### src/rtl/pad_stby_pkg.sv
package pad_stby_pkg;

  localparam int CODE_W = 4;
  localparam int TERM_W = 2;

  // Drive choice taken from a standby-state code
  typedef enum logic [1:0] {
    DRV_HELD = 2'd0,
    DRV_LOW  = 2'd1,
    DRV_HIGH = 2'd2,
    DRV_OFF  = 2'd3
  } drv_sel_e;

  // Termination choice during standby
  typedef enum logic [1:0] {
    TERM_KEEP = 2'd0,
    TERM_NONE = 2'd1,
    TERM_DOWN = 2'd2,
    TERM_UP   = 2'd3
  } term_sel_e;

  typedef struct packed {
    logic     overrides;  // code takes effect when standby is requested
    drv_sel_e drv;
    logic     rx_fixed;   // receive value replaced by rx_level
    logic     rx_level;
  } stby_act_t;

endpackage

### src/rtl/pad_stby_decode.sv
module pad_stby_decode
  import pad_stby_pkg::*;
(
  input  logic [CODE_W-1:0] code,
  output stby_act_t         act
);

  always_comb begin
    act.overrides = 1'b1;
    act.drv       = DRV_HELD;
    act.rx_fixed  = 1'b0;
    act.rx_level  = 1'b0;
    case (code)
      4'd0: act.drv = DRV_HELD;
      4'd1: begin act.drv = DRV_LOW;  act.rx_fixed = 1'b1; act.rx_level = 1'b0; end
      4'd2: begin act.drv = DRV_LOW;  act.rx_fixed = 1'b1; act.rx_level = 1'b1; end
      4'd3: begin act.drv = DRV_HIGH; act.rx_fixed = 1'b1; act.rx_level = 1'b0; end
      4'd4: begin act.drv = DRV_HIGH; act.rx_fixed = 1'b1; act.rx_level = 1'b1; end
      4'd5: act.drv = DRV_LOW;
      4'd6: act.drv = DRV_HIGH;
      4'd7: begin act.drv = DRV_OFF;  act.rx_fixed = 1'b1; act.rx_level = 1'b0; end
      4'd8: begin act.drv = DRV_OFF;  act.rx_fixed = 1'b1; act.rx_level = 1'b1; end
      4'd9: act.drv = DRV_OFF;
      default: act.overrides = 1'b0;  // 10..15: standby ignored
    endcase
  end

endmodule

### src/rtl/pad_stby_term.sv
module pad_stby_term
  import pad_stby_pkg::*;
(
  input  logic              active,
  input  logic [TERM_W-1:0] term,
  input  logic              up_cfg,
  input  logic              dn_cfg,
  output logic              up_nxt,
  output logic              dn_nxt
);

  term_sel_e sel;
  assign sel = term_sel_e'(term);

  always_comb begin
    up_nxt = up_cfg;
    dn_nxt = dn_cfg;
    if (active) begin
      case (sel)
        TERM_NONE: begin up_nxt = 1'b0; dn_nxt = 1'b0; end
        TERM_DOWN: begin up_nxt = 1'b0; dn_nxt = 1'b1; end
        TERM_UP:   begin up_nxt = 1'b1; dn_nxt = 1'b0; end
        default:   ;
      endcase
    end
  end

endmodule

### src/rtl/pad_stby_lane.sv
module pad_stby_lane
  import pad_stby_pkg::*;
(
  input  logic              clk,
  input  logic              rst,
  input  logic              stby_req,
  input  logic [CODE_W-1:0] code,
  input  logic [TERM_W-1:0] term,
  input  logic              tx_data,
  input  logic              tx_en,
  input  logic              up_cfg,
  input  logic              dn_cfg,
  input  logic              pad_in,
  output logic              pad_out,
  output logic              pad_oe,
  output logic              rx_val,
  output logic              pull_up,
  output logic              pull_dn
);

  stby_act_t act;
  logic      req_q;
  logic      held_q;
  logic      held_nxt;
  logic      out_nxt, oe_nxt, rx_nxt, up_nxt, dn_nxt;

  pad_stby_decode u_dec (.code(code), .act(act));

  pad_stby_term u_term (
    .active (stby_req),
    .term   (term),
    .up_cfg (up_cfg),
    .dn_cfg (dn_cfg),
    .up_nxt (up_nxt),
    .dn_nxt (dn_nxt)
  );

  // Value on the driver just before the request's first edge is kept
  assign held_nxt = (stby_req && !req_q) ? pad_out : held_q;

  always_comb begin
    out_nxt = tx_data;
    oe_nxt  = tx_en;
    rx_nxt  = pad_in;
    if (stby_req && act.overrides) begin
      case (act.drv)
        DRV_HELD: begin out_nxt = held_nxt; oe_nxt = 1'b1; end
        DRV_LOW:  begin out_nxt = 1'b0;     oe_nxt = 1'b1; end
        DRV_HIGH: begin out_nxt = 1'b1;     oe_nxt = 1'b1; end
        default:  begin out_nxt = 1'b0;     oe_nxt = 1'b0; end
      endcase
      rx_nxt = act.rx_fixed ? act.rx_level : pad_in;
    end
  end

  always_ff @(posedge clk) begin
    if (rst) begin
      req_q   <= 1'b0;
      held_q  <= 1'b0;
      pad_out <= 1'b0;
      pad_oe  <= 1'b0;
      rx_val  <= 1'b0;
      pull_up <= 1'b0;
      pull_dn <= 1'b0;
    end else begin
      req_q   <= stby_req;
      held_q  <= held_nxt;
      pad_out <= out_nxt;
      pad_oe  <= oe_nxt;
      rx_val  <= rx_nxt;
      pull_up <= up_nxt;
      pull_dn <= dn_nxt;
    end
  end

  // Assertions
  p_passthru_r2: assert property (@(posedge clk) disable iff (rst)
    !stby_req |=> (pad_out == $past(tx_data)) && (pad_oe == $past(tx_en))
                  && (rx_val == $past(pad_in)));

  p_hold_stable_r3: assert property (@(posedge clk) disable iff (rst)
    (stby_req && $past(stby_req) && code == 4'd0 && $past(code) == 4'd0)
      |=> $stable(pad_out) && pad_oe);

  p_hiz_fixed_rx_r6: assert property (@(posedge clk) disable iff (rst)
    (stby_req && (code == 4'd7 || code == 4'd8))
      |=> !pad_oe && (rx_val == ($past(code) == 4'd8)));

  p_ignore_code_r8: assert property (@(posedge clk) disable iff (rst)
    (stby_req && code >= 4'd10)
      |=> (pad_out == $past(tx_data)) && (pad_oe == $past(tx_en)));

  p_term_none_r9: assert property (@(posedge clk) disable iff (rst)
    (stby_req && term == 2'd1) |=> !pull_up && !pull_dn);

  p_term_excl_r9: assert property (@(posedge clk) disable iff (rst)
    (stby_req && term[1]) |=> $onehot0({pull_up, pull_dn}) && (pull_up || pull_dn));

  p_release_r10: assert property (@(posedge clk) disable iff (rst)
    (!stby_req && $past(stby_req))
      |=> (pull_up == $past(up_cfg)) && (pull_dn == $past(dn_cfg)));

endmodule

### src/rtl/pad_stby_ovr.sv
module pad_stby_ovr
  import pad_stby_pkg::*;
#(
  parameter int NUM_PADS = 4
) (
  input  logic                       clk,
  input  logic                       rst,
  input  logic                       stby_req,
  input  logic [CODE_W*NUM_PADS-1:0] stby_code,
  input  logic [TERM_W*NUM_PADS-1:0] term_code,
  input  logic [NUM_PADS-1:0]        tx_data,
  input  logic [NUM_PADS-1:0]        tx_en,
  input  logic [NUM_PADS-1:0]        pull_up_cfg,
  input  logic [NUM_PADS-1:0]        pull_dn_cfg,
  input  logic [NUM_PADS-1:0]        pad_in,
  output logic [NUM_PADS-1:0]        pad_out,
  output logic [NUM_PADS-1:0]        pad_oe,
  output logic [NUM_PADS-1:0]        rx_val,
  output logic [NUM_PADS-1:0]        pull_up,
  output logic [NUM_PADS-1:0]        pull_dn
);

  // one independent lane per pad
  for (genvar p = 0; p < NUM_PADS; p++) begin : g_lane
    pad_stby_lane u_lane (
      .clk      (clk),
      .rst      (rst),
      .stby_req (stby_req),
      .code     (stby_code[p*CODE_W +: CODE_W]),
      .term     (term_code[p*TERM_W +: TERM_W]),
      .tx_data  (tx_data[p]),
      .tx_en    (tx_en[p]),
      .up_cfg   (pull_up_cfg[p]),
      .dn_cfg   (pull_dn_cfg[p]),
      .pad_in   (pad_in[p]),
      .pad_out  (pad_out[p]),
      .pad_oe   (pad_oe[p]),
      .rx_val   (rx_val[p]),
      .pull_up  (pull_up[p]),
      .pull_dn  (pull_dn[p])
    );
  end

  p_reset_r1: assert property (@(posedge clk)
    rst |=> (pad_out == '0) && (pad_oe == '0) && (rx_val == '0)
            && (pull_up == '0) && (pull_dn == '0));

endmodule

### config.mk
export PLATFORM = sky130hd
export DESIGN_NAME = pad_stby_ovr
export DESIGN_NICKNAME = d
export VERILOG_FILES = /design/src/rtl/pad_stby_pkg.sv /design/src/rtl/pad_stby_decode.sv /design/src/rtl/pad_stby_term.sv /design/src/rtl/pad_stby_lane.sv /design/src/rtl/pad_stby_ovr.sv
export SDC_FILE = /design/constraint.sdc
export NUM_CORES = 1
export LEC_CHECK = 0
export BUFFER_PORTS_ARGS = -buffer_cell sky130_fd_sc_hd__buf_2
export CAP_MARGIN = 20
export CORE_MARGIN = 3
export CORE_UTILIZATION = 46
export DETAILED_ROUTE_END_ITERATION = 8
export PLACE_DENSITY = 0.79
export SYNTH_ARGS = -nofsm -noshare
export SYNTH_HDL_FRONTEND = slang
export SYNTH_SLANG_ARGS = --single-unit
### constraint.sdc
create_clock -name clk -period 1.6 [get_ports clk]
set_input_delay 0.08 -clock clk [delete_from_list [all_inputs] [get_ports clk]]
set_output_delay 0.08 -clock clk [all_outputs]
set_load 0.005 [all_outputs]
==> impl_metrics.ini, run 1 <==
[cells_and_area]
final_cell_mix = buf_2 (66), dfxtp_1 (25), o21ai_0 (20), a21oi_1 (19), nand2_1 (18)
final_common_cell = buf_2
n_antenna_cell = 0
nets = 284
instances_no_fill = 267
num-fill-cells = 258
drive_gt1_share_pct = 30.51
area_growth_pct = 24.64

[worst_setup_path]
reg2reg_from = g_lane[2].u_lane.req_q
crit_family = compound AO/OA/AOI/OAI gates
slowest_delay_ns = 0.33
cp_slowest_cell = dfxtp_1
crit_buf_inv = 0
rr_worst_depth = 4
worst-path-stages = 4
crit_required_ns = 1.82
critPathKind = flop to flop
cp_max_fo = 4
crit_path_end_kind = flop
cp_data_arrival_time_ns = 1.49
start_kind = flop
crit_chain = nand2b_1 > mux2i_1 > o211ai_1 > a41o_1
critPathLaunch = g_lane[2].u_lane.req_q

[synthesis]
synthFlopType = dfxtp_1
synth_edf_count = 0
synth-seq-cells = 25
yosysSeqAreaShare_pct = 35.59
synth_cells = 180
avgSynthCellArea_um2 = 7.813
ys_top_cells_by_area = dfxtp_1 (36%), buf_4 (11%), o21ai_0 (7.1%), a21oi_1 (6.8%), nand2_1 (4.8%)
yosysWarnings = 0
async_flop_share_pct = 0
yosys.cell_types.count = 29
yosysTopAreaCellShare_pct = 35.59
synth_nets = 227
synth_area_um2 = 1406
yosysTopAreaCell = dfxtp_1

[pwr]
leakage_nw = 0.8483
ir_drop_v = 0.0003796
p_per_area_nw_per_um2 = 714.4

[timing]
setup-violations-final = 0
worstMarginPinSlew_ns = 0.2773
skew_ns = 0.0008852
rsz0062_at_grt = no
slew_headroom_pct = 81.51
period_minus_slack_ns = 1.269
fmax_mhz = 787.9
timing.setup.tns_ns = 0
finalHoldViolations = 0
maxSlewViolCount = 0
timing.final.crit_share_pct = 79.32

[routing]
drt_first_pass_iters = 4
wl_mm = 3.107
final_antenna_net_count = 0
drt_iter0_drc = 76
viasPerCell = 5.105
routed-via-count = 1363
wl_per_cell_um = 11.64
drc_errors = 0

[die]
core_um2 = 2829
die_area_um2 = 3756
die_w_um = 61.29
io_pins = 67
floorplan.initialDensity_pct = 49.71
num_rows = 19
die_h_um = 61.29

[clocking]
path_clk_slew_ns = 0.13
cts_root_buf = clkbuf_4
cts-buffers-inserted = 3
cts-resized-gates = 0
tritoncts = yes
htreeDepth = 1
clk_latency_ns = 0.31
clock-sinks = 25
cts_buffer_depth = 2

[global_routing]
grt_pass1_wl_mm = 4.850
grt.total_usage_pct = 17.37
grt_pass1_vias = 1185
antenna_found_initial = 0
overflow = 0
grt_start_max_net_pins = 19

[worst_hold_path]
worstHoldStart = term_code[1]
min_path_cells = 3
min-delay-path-class = input pin to flop

[place]
portBuffers = 66
dp_hpwl_mm = 2.228
post-place-cells = 251
place.gp.congestion = 0.7632

[run_status]
outcome = completed

[run]
drv_cap = 0
==> registers in the layout, summed over array words and instances (netlist names) <==
| name | flops |
|---|---|
| g_lane.u_lane.pull_up | 4 |
| g_lane.u_lane.pull_dn | 4 |
| g_lane.u_lane.rx_val | 4 |
| g_lane.u_lane.req_q | 1 |
| g_lane.u_lane.pad_out | 4 |
| g_lane.u_lane.pad_oe | 4 |
| g_lane.u_lane.held_q | 4 |
==> worst min-delay path, cell delays in order <==
cell	delay [ns]
buf_2	0.11
nand3_1	0.06
a21oi_1	0.05
==> cells by family after synthesis <==
kind of cell	share of synthesized area (%)
compound gates	24.29
xor+xnor	3.114
buf+inv	15.21
flops	35.59
mux	3.559
simple gates	18.24
==> power breakdown <==
group	total (mW)	leakage, nW	internal, mW	switching, mW
clock network	0.280	0.0150	0.0974	0.182
registers	0.673	0.207	0.663	0.00990
logic	0.300	0.626	0.152	0.147
total	1.25	0.848	0.913	0.339
==> synth_stat cells, drive strengths merged (3+ instances only) <==
cell / instances
buf: 26
dfxtp: 25
o21ai: 20
a21oi: 19
nand2: 18
nor2: 11
nand3: 9
inv: 6
a211oi: 5
mux2i: 5
nor2b: 5
xor2: 4
a32o: 3
clkbuf: 3
nand2b: 3
o21a: 3
==> routing by layer <==
layer	track usage, %	part of all wire, %
met5	0	0
met4	6.502	0.68
met3	3.564	6.3
met2	29.31	47
met1	21.74	46
==> path summary, 6_finish.rpt <==
kind | slack (ns) | endpoint
worst max-delay path | 0.33 | g_lane[3].u_lane.pad_out
worst min register to register | 0.51 | g_lane[2].u_lane.held_q
worst max register to register | 0.33 | g_lane[3].u_lane.pad_out
worst min-delay path | 0.03 | g_lane[0].u_lane.pull_up
==> through the flow <==
step           worst slack (ns)  hold slack, ns  util [%]  power, mW  area (µm²)
3_3_place_gp             0.3669          0.2937     56.79     0.9609        1607
4_1_cts                  0.3221        0.005519     61.96      1.270        1753
5_1_grt                  0.2198         0.01589     61.96      1.342        1753
3_5_place_dp             0.3424          0.2950     56.79     0.9645        1607
2_1_floorplan            0.4297          0.1585         -     0.8731        1406
6_report                 0.3308         0.02620     61.96      1.252        1753
==> repair_timing <==
item	in CTS	in global routing
buffers inserted	0	0
hold endpoints to repair	12	0
setup endpoints to repair	0	0
hold buffers	12	0
==> area by class of cell <==
class                      instances  area (µm²)  share of cell area (%)
inverter                           6       22.52                   1.285
tap                               31       38.79                   2.213
sequential                        25       500.5                   28.55
clock buffer                       4       26.28                   1.499
timing repair buffer              81       473.0                   26.98
multi-input combinational        120       691.9                   39.47
(Power assumes the default switching activity.)
==> inputs of run 2 (changes only) <==
ABC_AREA = 1   (was unset)
CORE_UTILIZATION = 47   (was 46)
clock period = 1.24 ns   (was 1.6 ns; I/O delays follow)
==> impl_metrics.ini, run 2 <==
[cells_and_area]
final_cell_mix = buf_2 (66), nand2_1 (65), inv_1 (27), dfxtp_1 (25), a21oi_1 (20)
num-fill-cells = 310
n_antenna_cell = 0
drive_gt1_share_pct = 28.57
nets = 342
instances_no_fill = 338
area_growth_pct = 23.90
multi_input_area_um2 = 732.0
final_common_cell = buf_2
utilization_pct = 61.75
register_area_um2 = 500.5

[clocking]
clk_latency_ns = 0.31
cts_buffer_depth = 2
tritoncts = yes
clock-sinks = 25
path_clk_slew_ns = 0.13
cts-buffers-inserted = 3
htreeDepth = 1
cts_root_buf = clkbuf_4

[worst_setup_path]
rrSetupSlack_ns = 0.20
crit_path_end_kind = flop
crit_chain = inv_1 > nand2_4 > o21ai_0 > nand2_1 > nand3_2 > a21oi_2
start_kind = flop
rr_worst_depth = 6
reg2reg_from = g_lane[2].u_lane.req_q
cp_data_arrival_time_ns = 1.24
critPathKind = flop to flop
cp_max_fo = 7
crit_required_ns = 1.44
r2r-end = g_lane[1].u_lane.pad_out
slowest_delay_ns = 0.32
worstSetupEndpoint = g_lane[1].u_lane.pad_out
critPathLaunch = g_lane[2].u_lane.req_q
cp_slowest_cell = dfxtp_1

[global_routing]
grt_start_max_net_pins = 26
antenna_found_initial = 0
grt.total_usage_pct = 17.67
grt_pass1_wl_mm = 5.996
overflow = 0
grt_pass1_vias = 1473

[die]
die_area_um2 = 3985
die_w_um = 63.13
floorplan.initialDensity_pct = 49.84
die_h_um = 63.13
core_um2 = 3078
num_rows = 20
io_pins = 67

[synthesis]
synthFlopType = dfxtp_1
async_flop_share_pct = 0
yosys-top-cells-count = nand2_1 (65), inv_1 (27), dfxtp_1 (25)
synthXorXnorAreaFrac_pct = 0
yosys.cell_types.count = 26
yosysSeqAreaShare_pct = 32.63
yosys.area_share.adder_pct = 0
synth_compound_area_share_pct = 13.13
synthMuxAreaShare_pct = 0
ys_top_cells_by_area = dfxtp_1 (33%), nand2_1 (16%), buf_4 (10%), inv_1 (6.6%), a21oi_1 (6.5%)
synth_nets = 282
synth_simple_gate_area_share_pct = 34.58
synth_cells = 235
yosysTopAreaCellShare_pct = 32.63
synth_edf_count = 0
yosysMostFrequentCell = nand2_1
yosysWarnings = 0
avgSynthCellArea_um2 = 6.528
yosysTopAreaCell = dfxtp_1
synth_top_family_by_area = simple AND/OR/NAND/NOR gates
synth-seq-cells = 25
synth_area_um2 = 1534

[routing]
final_antenna_net_count = 0
wl_mm = 3.249
drt_first_pass_iters = 6
wl_per_cell_um = 9.612
viasPerCell = 4.577
drt_iter0_drc = 73
drc_errors = 0
routed-via-count = 1547

[pwr]
leakage_nw = 1.045
ir_drop_v = 0.0003677
p_total_mw = 1.667
p_per_area_nw_per_um2 = 877.2

[place]
dp_hpwl_mm = 2.449
post-place-cells = 320
portBuffers = 66
place.gp.congestion = 0.8405

[timing]
period_minus_slack_ns = 1.039
fmax_mhz = 962.1
timing.setup.tns_ns = 0
skew_ns = 0.003800
timing.hold.ws_ns = 0.005942
worstMarginPinSlew_ns = 0.4613
slew_headroom_pct = 69.25
timing.final.crit_share_pct = 83.82
finalHoldViolations = 0
rsz0062_at_grt = no
setup-violations-final = 0
maxSlewViolCount = 0

[worst_hold_path]
min-delay-path-class = input pin to flop

[run]
drv_cap = 0

[run_status]
outcome = completed
[run 2: changes by cell type after synthesis, sizes merged, moves of 6 or more]
cell	delta
nand4	+6
nand3	+9
o21ai	-9
inv	+23
nor2	+9
nand2	+52
[run 2: worst min path at each step]
stage	start	to	slack (ns)	cells after the start
after global placement	tx_en[1]	g_lane[1].u_lane.pad_oe	0.30	3
after detailed placement	tx_en[1]	g_lane[1].u_lane.pad_oe	0.31	3
after CTS	pull_dn_cfg[2]	g_lane[2].u_lane.pull_dn	0.002	3
after global routing	pull_up_cfg[2]	g_lane[2].u_lane.pull_up	0.002	3
final	pull_dn_cfg[2]	g_lane[2].u_lane.pull_dn	0.006	3
after floorplan	tx_en[1]	g_lane[1].u_lane.pad_oe	0.20	2
[run 2: layout make-up]
| type | count | area share [%] |
|---|---|---|
| Sequential cell | 25 | 26.33 |
| Multi-Input combinational cell | 155 | 38.51 |
| Inverter | 29 | 5.727 |
| Tap cell | 44 | 2.897 |
| Clock buffer | 4 | 1.382 |
| Timing Repair Buffer | 81 | 25.15 |
[run 2: routing by layer]
layer | wire, µm | up-vias | global-route usage [%]
met5 | 0 | - | 0
met4 | 57 | 0 | 4.959
met3 | 151 | 6 | 2.317
met2 | 1573 | 35 | 31.62
met1 | 1466 | 660 | 21.98
li1 | - | 846 | -
[run 2: cell families after synthesis]
family                 Yosys count
buffers and inverters           55
and+or+nand+nor                119
DFF                             25
AOI/OAI and AO/OA               36
[run 2: timing repair]
action | 4_1_cts | 5_1_grt
gates resized for setup | 0 | 0
endpoints found under the hold margin | 14 | 0
buffers inserted | 0 | 0
hold buffers | 14 | 0
[run 2: per-stage QoR]
| step | cell area, µm² | setup WS [ns] |
|---|---|---|
| global placement | 1734 | 0.1995 |
| CTS | 1901 | 0.1897 |
| global route | 1901 | 0.06024 |
| detailed placement | 1734 | 0.1457 |
| finish | 1901 | 0.2006 |
| floorplan | 1534 | 0.3027 |
[run 2: power by group]
part / leakage, nW / switching, mW / internal (mW)
Sequential: 0.208 / 0.0148 / 0.860
Clock: 0.0150 / 0.231 / 0.126
Combinational: 0.823 / 0.233 / 0.203
Total: 1.05 / 0.478 / 1.19
[run 2: worst max-delay path: cells and delay by family (launching register included)]
| kind | cells | cell delay [ns] |
|---|---|---|
| and+or+nand+nor | 3 | 0.25 |
| DFF | 1 | 0.32 |
| buffers and inverters | 1 | 0.09 |
| AOI/OAI and AO/OA | 2 | 0.28 |
